### src/rtl/irqc_pkg.sv
package irqc_pkg;
  localparam int IRQ_W  = 16;
  localparam int LVL_W  = $clog2(IRQ_W);
  // word offsets (addr[7:2])
  localparam logic [5:0] W_PRIO   = 6'h00;
  localparam logic [5:0] W_PEND   = 6'h01;
  localparam logic [5:0] W_FALIAS = 6'h02;
  localparam logic [5:0] W_CLEAR  = 6'h03;
  localparam logic [5:0] W_STAT   = 6'h04;
  localparam logic [5:0] W_BCAST  = 6'h05;
  // slot regions (addr[7:6])
  localparam logic [1:0] RG_MASK  = 2'b01;
  localparam logic [1:0] RG_FORCE = 2'b10;
  localparam logic [1:0] RG_EXT   = 2'b11;
endpackage

### src/rtl/irqc_edge.sv
module irqc_edge #(
  parameter int W = 15
) (
  input  logic         clk_i,
  input  logic         rst_ni,
  input  logic [W-1:0] d_i,
  output logic [W-1:0] rise_o
);
  logic [W-1:0] s1_q, s2_q, s3_q;

  always_ff @(posedge clk_i or negedge rst_ni) begin
    if (!rst_ni) begin
      s1_q <= '0;
      s2_q <= '0;
      s3_q <= '0;
    end else begin
      s1_q <= d_i;
      s2_q <= s1_q;
      s3_q <= s2_q;
    end
  end

  assign rise_o = s2_q & ~s3_q;
endmodule

### src/rtl/irqc_prio.sv
module irqc_prio #(
  parameter int W  = 16,
  localparam int IW = $clog2(W)
) (
  input  logic [W-1:0]  vec_i,
  output logic [IW-1:0] idx_o
);
  always_comb begin
    idx_o = '0;
    for (int i = 0; i < W; i++) begin
      if (vec_i[i]) idx_o = IW'(i);
    end
  end
endmodule

### src/rtl/irqc_top.sv
module irqc_top
  import irqc_pkg::*;
#(
  parameter int NUM_CPU = 4
) (
  input  logic        clk_i,
  input  logic        rst_ni,
  input  logic [15:0] irq_i,
  input  logic        ack_i,
  input  logic [4:0]  ack_num_i,
  input  logic        wr_en_i,
  input  logic [31:0] addr_i,
  input  logic [31:0] wdata_i,
  output logic [31:0] rdata_o,
  output logic [3:0]  irl_o
);
  localparam int SLOT_W = 4;

  logic unused_bits;
  assign unused_bits = ^{irq_i[0], ack_num_i[4], addr_i[31:8], addr_i[1:0], wdata_i[16]};

  // request capture
  logic [15:1] rise;
  irqc_edge #(.W(IRQ_W-1)) u_edge (
    .clk_i (clk_i),
    .rst_ni(rst_ni),
    .d_i   (irq_i[15:1]),
    .rise_o(rise)
  );

  logic [15:1] prio_q, bcast_q, pend_q;
  logic [15:1] mask_q  [NUM_CPU];
  logic [15:1] force_q [NUM_CPU];
  logic [3:0]  ext_q   [NUM_CPU];
  logic [3:0]  irl_q;

  logic [15:1] pend_set, bcast_set;
  assign pend_set  = rise & ~bcast_q;
  assign bcast_set = rise &  bcast_q;

  // decode
  logic [5:0] word;
  logic [1:0] region;
  logic [SLOT_W-1:0] slot;
  assign word   = addr_i[7:2];
  assign region = addr_i[7:6];
  assign slot   = addr_i[5:2];

  logic wr_prio, wr_falias, wr_clear, wr_bcast;
  assign wr_prio   = wr_en_i && word == W_PRIO;
  assign wr_falias = wr_en_i && word == W_FALIAS;
  assign wr_clear  = wr_en_i && word == W_CLEAR;
  assign wr_bcast  = wr_en_i && word == W_BCAST;

  logic [NUM_CPU-1:0] wr_mask, wr_force, wr_ext;

  // acknowledge vector
  logic [15:0] ack_dec;
  logic [15:1] ack_vec, clr_vec;
  logic unused_ack;
  assign ack_dec    = 16'(1) << ack_num_i[3:0];
  assign unused_ack = ack_dec[0];
  assign ack_vec    = ack_i ? ack_dec[15:1] : '0;
  assign clr_vec    = wr_clear ? wdata_i[15:1] : '0;

  always_ff @(posedge clk_i or negedge rst_ni) begin
    if (!rst_ni) begin
      prio_q  <= '0;
      bcast_q <= '0;
      pend_q  <= '0;
    end else begin
      if (wr_prio)  prio_q  <= wdata_i[15:1];
      if (wr_bcast) bcast_q <= wdata_i[15:1];
      // clear and ack act first; a new edge in the same cycle survives
      pend_q <= (pend_q & ~clr_vec & ~ack_vec) | pend_set;
    end
  end

  for (genvar c = 0; c < NUM_CPU; c++) begin : g_slot
    assign wr_mask[c]  = wr_en_i && region == RG_MASK  && slot == SLOT_W'(c);
    assign wr_force[c] = wr_en_i && region == RG_FORCE && slot == SLOT_W'(c);
    assign wr_ext[c]   = wr_en_i && region == RG_EXT   && slot == SLOT_W'(c);

    logic [15:1] force_nx;
    always_comb begin
      force_nx = force_q[c];
      if (c == 0 && wr_falias) force_nx = wdata_i[15:1];
      if (wr_force[c]) force_nx = (force_nx | wdata_i[15:1]) & ~wdata_i[31:17];
      if (c == 0) force_nx = force_nx & ~ack_vec;
      force_nx = force_nx | bcast_set;
    end

    always_ff @(posedge clk_i or negedge rst_ni) begin
      if (!rst_ni) begin
        mask_q[c]  <= '0;
        force_q[c] <= '0;
        ext_q[c]   <= '0;
      end else begin
        if (wr_mask[c]) mask_q[c] <= wdata_i[15:1];
        if (wr_ext[c])  ext_q[c]  <= wdata_i[3:0];
        force_q[c] <= force_nx;
      end
    end

    // requested clear bits are gone after a slot force write
    assert_force_clear_R7: assert property (@(posedge clk_i) disable iff (!rst_ni)
      wr_force[c] && bcast_set == '0 |=> (force_q[c] & $past(wdata_i[31:17])) == '0);
    // broadcast request lands in every slot
    assert_bcast_all_R5: assert property (@(posedge clk_i) disable iff (!rst_ni)
      bcast_set != '0 |=> (force_q[c] & $past(bcast_set)) == $past(bcast_set));
  end

  // output selection for slot 0
  logic [15:1] active, hi_grp, lo_grp, sel_grp;
  logic [3:0]  lvl_nx;
  assign active  = (pend_q | force_q[0]) & mask_q[0];
  assign hi_grp  = active & prio_q;
  assign lo_grp  = active & ~prio_q;
  assign sel_grp = (|hi_grp) ? hi_grp : lo_grp;

  irqc_prio #(.W(IRQ_W)) u_prio (
    .vec_i({sel_grp, 1'b0}),
    .idx_o(lvl_nx)
  );

  always_ff @(posedge clk_i or negedge rst_ni) begin
    if (!rst_ni) irl_q <= '0;
    else         irl_q <= lvl_nx;
  end
  assign irl_o = irl_q;

  // read mux
  always_comb begin
    rdata_o = '0;
    case (word)
      W_PRIO:   rdata_o = {16'b0, prio_q, 1'b0};
      W_PEND:   rdata_o = {16'b0, pend_q, 1'b0};
      W_FALIAS: rdata_o = {16'b0, force_q[0], 1'b0};
      W_BCAST:  rdata_o = {16'b0, bcast_q, 1'b0};
      default: begin
        for (int c = 0; c < NUM_CPU; c++) begin
          if (slot == SLOT_W'(c)) begin
            case (region)
              RG_MASK:  rdata_o = {16'b0, mask_q[c], 1'b0};
              RG_FORCE: rdata_o = {16'b0, force_q[c], 1'b0};
              RG_EXT:   rdata_o = {28'b0, ext_q[c]};
              default:  rdata_o = '0;
            endcase
          end
        end
      end
    endcase
  end

  logic [15:0] pend16, pset16;
  assign pend16 = {pend_q, 1'b0};
  assign pset16 = {pend_set, 1'b0};

  assert_ack_clears_R9: assert property (@(posedge clk_i) disable iff (!rst_ni)
    ack_i && ack_num_i[3:0] != 4'd0 && !pset16[ack_num_i[3:0]]
    |=> !pend16[$past(ack_num_i[3:0])]);
  assert_hi_nonzero_R6: assert property (@(posedge clk_i) disable iff (!rst_ni)
    (|hi_grp) |=> irl_o != 4'd0);
  assert_idle_zero_R6: assert property (@(posedge clk_i) disable iff (!rst_ni)
    active == '0 |=> irl_o == 4'd0);
  assert_zero_reads_R8: assert property (@(posedge clk_i) disable iff (!rst_ni)
    (word == W_CLEAR || word == W_STAT) |-> rdata_o == 32'd0);
  assert_pend_ro_R10: assert property (@(posedge clk_i) disable iff (!rst_ni)
    wr_en_i && word == W_PEND |=> (pend_q & ~$past(pend_q) & ~$past(pend_set)) == '0);
endmodule

### config.mk
export PLATFORM = sky130hd
export DESIGN_NAME = irqc_top
export DESIGN_NICKNAME = d
export VERILOG_FILES = /design/src/rtl/irqc_pkg.sv /design/src/rtl/irqc_edge.sv /design/src/rtl/irqc_prio.sv /design/src/rtl/irqc_top.sv
export SDC_FILE = /design/constraint.sdc
export NUM_CORES = 1
export LEC_CHECK = 0
export BUFFER_PORTS_ARGS = -buffer_cell sky130_fd_sc_hd__buf_2
export CAP_MARGIN = 20
export CELL_PAD_IN_SITES_DETAIL_PLACEMENT = 1
export CELL_PAD_IN_SITES_GLOBAL_PLACEMENT = 1
export CORE_MARGIN = 2
export CORE_UTILIZATION = 50
export DETAILED_ROUTE_END_ITERATION = 10
export MAX_ROUTING_LAYER = met4
export PLACE_DENSITY_LB_ADDON = 0.1
export SYNTH_ARGS = -nofsm -noshare
export SYNTH_HDL_FRONTEND = slang
export SYNTH_HIERARCHICAL = 1
export SYNTH_SLANG_ARGS = --single-unit
export TNS_END_PERCENT = 5
### constraint.sdc
create_clock -name clk_i -period 6 [get_ports clk_i]
set_input_delay 1.2 -clock clk_i [delete_from_list [all_inputs] [get_ports clk_i]]
set_output_delay 1.2 -clock clk_i [all_outputs]
set_load 0.005 [all_outputs]
# == Word level (Yosys, flattened, before mapping) ==
# Cells that the tools add are included.
# op_classes
eq_ne,10
shift,1
n_mux,32
n_bitwise,29
reduce_logical,22
# op_table
operator,n
15-bit bitwise AND,13
16-bit one-hot mux with 3 select lines,4
15-bit OR,10
32-bit one-hot mux with 4 select lines,1
15-bit 2-to-1 mux,8
32-bit 2-to-1 mux,3
15-bit inverter,6
4-bit 2-to-1 mux,8
1-bit logical AND,19
16-bit 2-to-1 mux,1
"1-bit by 4-bit << shifter with 16-bit output, first input constant",1
15-bit OR reduction,1
"6-bit by 2-bit equality test with 1-bit output, second input constant",2
3-bit 2-to-1 mux,4
"4-bit by 2-bit equality test with 1-bit output, second input constant",2
"6-bit by 1-bit equality test with 1-bit output, second input constant",1
"6-bit by 3-bit equality test with 1-bit output, second input constant",1
6-bit logical NOT,1
"2-bit equality test, second input constant",2
"4-bit by 1-bit equality test with 1-bit output, second input constant",1
4-bit logical NOT,1
2-bit 2-to-1 mux,2
"2-bit by 1-bit equality test with 1-bit output, second input constant",1
1-bit 2-to-1 mux,1
# totals
regBits,230
input_bits,89
output_inout_bits,36
word_cells,113

# == Logic depth before layout (Yosys ltp) ==
# depth
word_depth,20
depth_mapped,10
depth_no_buf,8

# == Cells and area by module ==
# The synthesis kept the hierarchy.
# by_module_without_submodules
mod,instances,cells_per_inst,area_each_um2,seq_area_each_um2
irqc_top,1,918,9643.0,4629.4
irqc_edge,1,60,1332.5,1126.1
irqc_prio,1,25,141.4,0.0

# == Least setup slack after synthesis ==
# No wires, ideal clock.
# synth_path
kind,input to output
startpoint,in addr_i[4]
endpoint,out rdata_o[10]
arrival_time_ns,2.853
t_required_ns,4.800
path_slack_ns,1.947
cell_stages,7
n_path_buf,3
cell_sequence,buf_6 > or4b_4 > buf_6 > nor3_1 > buf_2 > a22oi_1 > a21oi_1
# synth_between
elab_chain_cells,6
elab_cells_between_ends,13
cone_classes,6 x eq/ne; 5 x mux; 2 x reduce/logical
# synth_rtl
item,line,source
from (decl),irqc_top.sv:12,"input logic [31:0] addr_i,"
4-bit logical NOT,irqc_top.sv:142,if (slot == SLOT_W'(c)) begin
16-bit 2-to-1 mux,irqc_top.sv:142,
32-bit 2-to-1 mux (3 in series),irqc_top.sv:142,
32-bit one-hot mux with 4 select lines (*),irqc_top.sv:135,case (word)
to (decl),irqc_top.sv:14,"output logic [31:0] rdata_o,"
# Mark *: on every way between the ends. The rest lies on a longest branch, timed or not.

# == Worst setup path in the final report ==
# layout_path
startpoint,in addr_i[6]
endpoint,out rdata_o[4]
# layout_between
elab_chain_cells,7
elab_cells_between_ends,16
cone_classes,6 x eq/ne; 9 x mux; 1 x reduce/logical
# layout_rtl
item,line,source
2-bit equality test or 2-bit by 1-bit equality test with 1-bit output (tied branches),irqc_top.sv:143,case (region)
16-bit one-hot mux with 3 select lines,irqc_top.sv:143,
16-bit 2-to-1 mux,irqc_top.sv:142,
32-bit 2-to-1 mux (3 in series),irqc_top.sv:142,
32-bit one-hot mux with 4 select lines (*),irqc_top.sv:135,
# Marked as above.

==> impl_summary.txt <==
----------------------------------------------------
[CTS]
  Hold bufs inserted after CTS ... 0
  Cts bufs inserted ... 26
  Count of cells resized by post-cts repair ... 0
  TritonCTS clock tree ... done
  Maximum root-to-sink buffer count ... 3
  Number of buffers inserted by post-CTS setup repair ... 0
  Sinks on Clock Net ... 230
  Clk_lat worst skew ... 0.54 ns
  Clock Root Buffer ... clkbuf_16
  Clock-pin slew on the worst setup and hold paths ... 0.06 ns
  Max H-tree Level ... 1

[Final layout]
  Non-Filler Instances ... 1365
  Area added between synthesis and finish ... 13.0%
  Final nets ... 1153
  Ratio of cells with drive above 1 in the final layout ... 29.5%

[Route]
  Total Routed Length ... around 36000 um
  Post-route DRC ... 0
  Final ANT Viol Nets ... 0
  First-iteration detailed-routing DRC count ... 626
  Via-per-instance ratio ... between 6 and 7
  First-pass detailed-route iteration total ... 5
  Detail-routed net length per standard cell ... 26.2 um
  Via count of the routed design ... around 8.7k

[Global route]
  Met1 track utilization from global routing ... between 40% and 50%
  Global-route layer with the greatest usage ... met2
  Overflow after GRT ... 0
  Aggregate global-route resource usage ... a little under a third
  Global routing usage on met3 ... 4.39%
  Met2 GRT Util ... 49.0%
  Wire length of the first global-routing pass ... 55700 um
  Via count of the first global-routing pass ... 9135
  Number of antenna violations at the first check in global routing ... 2
  Pin count of the biggest net entering global routing ... between 100 and 150

[Critical path]
  Critical path endpoint category ... output pin
  Critical Path RT ... 4.80 ns
  Critical setup path kind ... primary input to output pin
  Data arrival time of the critical path ... 3.65 ns
  Sort of element at the start of the critical path ... primary input
  Top fanout value on the critical path ... 22

[Synth]
  Top post-synthesis cells by count ... 230 x dfrtp_1, 118 x mux2_2, 73 x a21oi_1, 72 x o21ai_0, 65 x a22oi_1
  Number of flops mapped to enable cells by yosys ... 0
  Portion of the post-synthesis area used by sequential elements ... 51.8%
  Mean post-synth cell area ... 11.1 um2
  Dominant synthesized flop cell ... dfrtp_1
  Number of distinct standard cells referenced by the synthesized netlist ... 50
  Number of synthesized register bits ... 230
  Main area contributors after synthesis ... dfrtp_1 52%, mux2_2 12%, a22oi_1 4.4%
  Mapped cell area ... 0.0111 mm2
  Most common cell in the netlist ... dfrtp_1
  Number of warning messages in the yosys log ... 6
  Async S/R FF share, synth ... 100%
  Area fraction of the dominant cell type after synthesis ... 51.8%
  Number of instances in the synthesized netlist ... 1003
  Most area-hungry cell type in the Yosys netlist ... dfrtp_1

[Place]
  Post-Place Cells ... 1316
  GP Congestion ... 0.859
  Detailed placement HPWL ... 23600 um
  Number of I/O port buffers ... 79
  Pre-CTS setup slack ... 1.31 ns

[Floorplanning]
  Core area ... 0.0218 mm2
  Number of primary I/O pins ... 125
  Die Wd ... approximately 150 um
  Die Outline Area ... 0.0234 mm2
  Starting density of the core ... between 50% and 60%
  Chip height ... 153 um
  # rows ... 54

[STA]
  Pin slew with the least headroom to its limit ... 1.12 ns
  Post-route clock period utilization ... approximately 81%
  Final critical path time including I/O delays and setup ... roughly 4.9 ns
  Setup WS post-layout ... 1.15 ns
  Number of max-slew violations in the final report ... 0
  # setup viols final ... 0
  Final total negative setup slack ... 0 ns
  Slew margin rel. ... 24.9%
  Unrepaired setup endpoints after global routing ... false
  Post-Route Skew ... 0.0249 ns
  F_max ... 206 MHz
  Hold violation total from the final report ... 0

[Power and ir drop]
  Fraction of power consumed by combinational cells ... 15.0%
  Fraction of power consumed by the clock network ... a little under two fifths
  Switching part of the total power ... 28.0%
  Internal power of the cells ... 0.00289 W
  Static leakage power ... 5.35 nW
  Proportion of power drawn by flip-flops and latches ... between 40% and 50%
  Ratio of total power to cell area ... ~320 mW/mm2
  Sw Pwr ... ~0.0011 W
  Maximum ir drop on the vdd rail ... approximately 250 uV

[Run]
  Number of maximum-capacitance constraint violations ... 0

[Hold path]
  Path type of the worst min-delay path ... register to register

[Status]
  Run status ... complete, no violations

----------------------------------------------------
## cell families after synthesis
kind of cell	share of synthesized area, %
buf+inv	5.21
flops	51.8
other cells	0.0337
simple gates	10.5
compound gates	20.2
mux	12.3
## area by class of cell
| type | instances | area (um2) |
|---|---|---|
| Antenna cell | 3 | 7.51 |
| Clock buffer | 39 | 749 |
| Clock inverter | 7 | 46.3 |
| Fill cell | 2287 | 9260 |
| Inverter | 31 | 116 |
| Multi-Input combinational cell | 667 | 4890 |
| Sequential cell | 230 | 5760 |
| Tap cell | 280 | 350 |
| Timing Repair Buffer | 108 | 648 |
## sequential cells by signal, indices dropped and copies added (netlist names)
register     cells
force_q         60
mask_q          60
ext_q           16
bcast_q         15
pend_q          15
prio_q          15
u_edge/s1_q     15
u_edge/s2_q     15
u_edge/s3_q     15
irl_o            4
## cells in the final DEF (no fill, tap or decap), types with 11 or more instances in the layout
cell type    n
a211oi_1    12
a22o_1      11
o21ai_0     72
a22oi_1     65
inv_1       31
o22ai_1     18
conb_1      16
nand2_1     59
buf_4       27
buf_2       78
nor2_1      23
nor3_1      15
a21oi_1     73
nor2b_4     17
and2_1      45
dfrtp_1    230
a221oi_1    24
a32o_1      15
mux2_2     118
clkbuf_16   26
## worst max-delay path, stage by stage
cell     delay (ns)
buf_2          0.41
nor2b_4        0.67
buf_4          0.32
a22oi_1        0.12
o22ai_1        0.24
nor3_1         0.08
a21oi_1        0.38
buf_2          0.20
## per-layer routing
metal  vias up  share of wire (%)
li1       3794                  -
met1      4551                 45
met2       305                 47
met3        52                6.0
met4         0                2.1
met5         -                  0
## stage by stage
stage / hold slack, ns / area (um2) / total power, W / util (%)
final: 0.347 / 12600 / 0.00401 / 57.6
after global routing: 0.357 / 12600 / 0.00418 / 57.5
after CTS: 0.348 / 12600 / 0.00403 / 57.5
after detailed placement: 0.336 / 11800 / 0.00253 / 53.9
after global placement: 0.332 / 11800 / 0.00250 / 53.9
after floorplan: 0.331 / 11200 / 0.00229 / -
## power groups by stage
stage	sequential (W)	combinational [W]	clock, W
2_1_floorplan	0.00189	0.000401	0
3_5_place_dp	0.00194	0.000593	0
3_3_place_gp	0.00193	0.000570	0
4_1_cts	0.00191	0.000597	0.00152
5_1_grt	0.00194	0.000659	0.00158
6_report	0.00192	0.000600	0.00149
## path summary, 6_finish.rpt
kind	from	to	slack (ns)	depth (start not counted)
worst max-delay path	addr_i[6]	rdata_o[4]	1.15	8
worst min-delay path	u_edge/s1_q[11]	u_edge/s2_q[11]	0.35	0
worst max register to register	force_q[59]	irl_o[0]	2.85	8
worst min register to register	u_edge/s1_q[11]	u_edge/s2_q[11]	0.35	0
max in group asynchronous	rst_ni	force_q[38]	4.15	2
min in group asynchronous	rst_ni	mask_q[1]	0.69	1
Note: power is estimated with default switching activity, not from simulation.
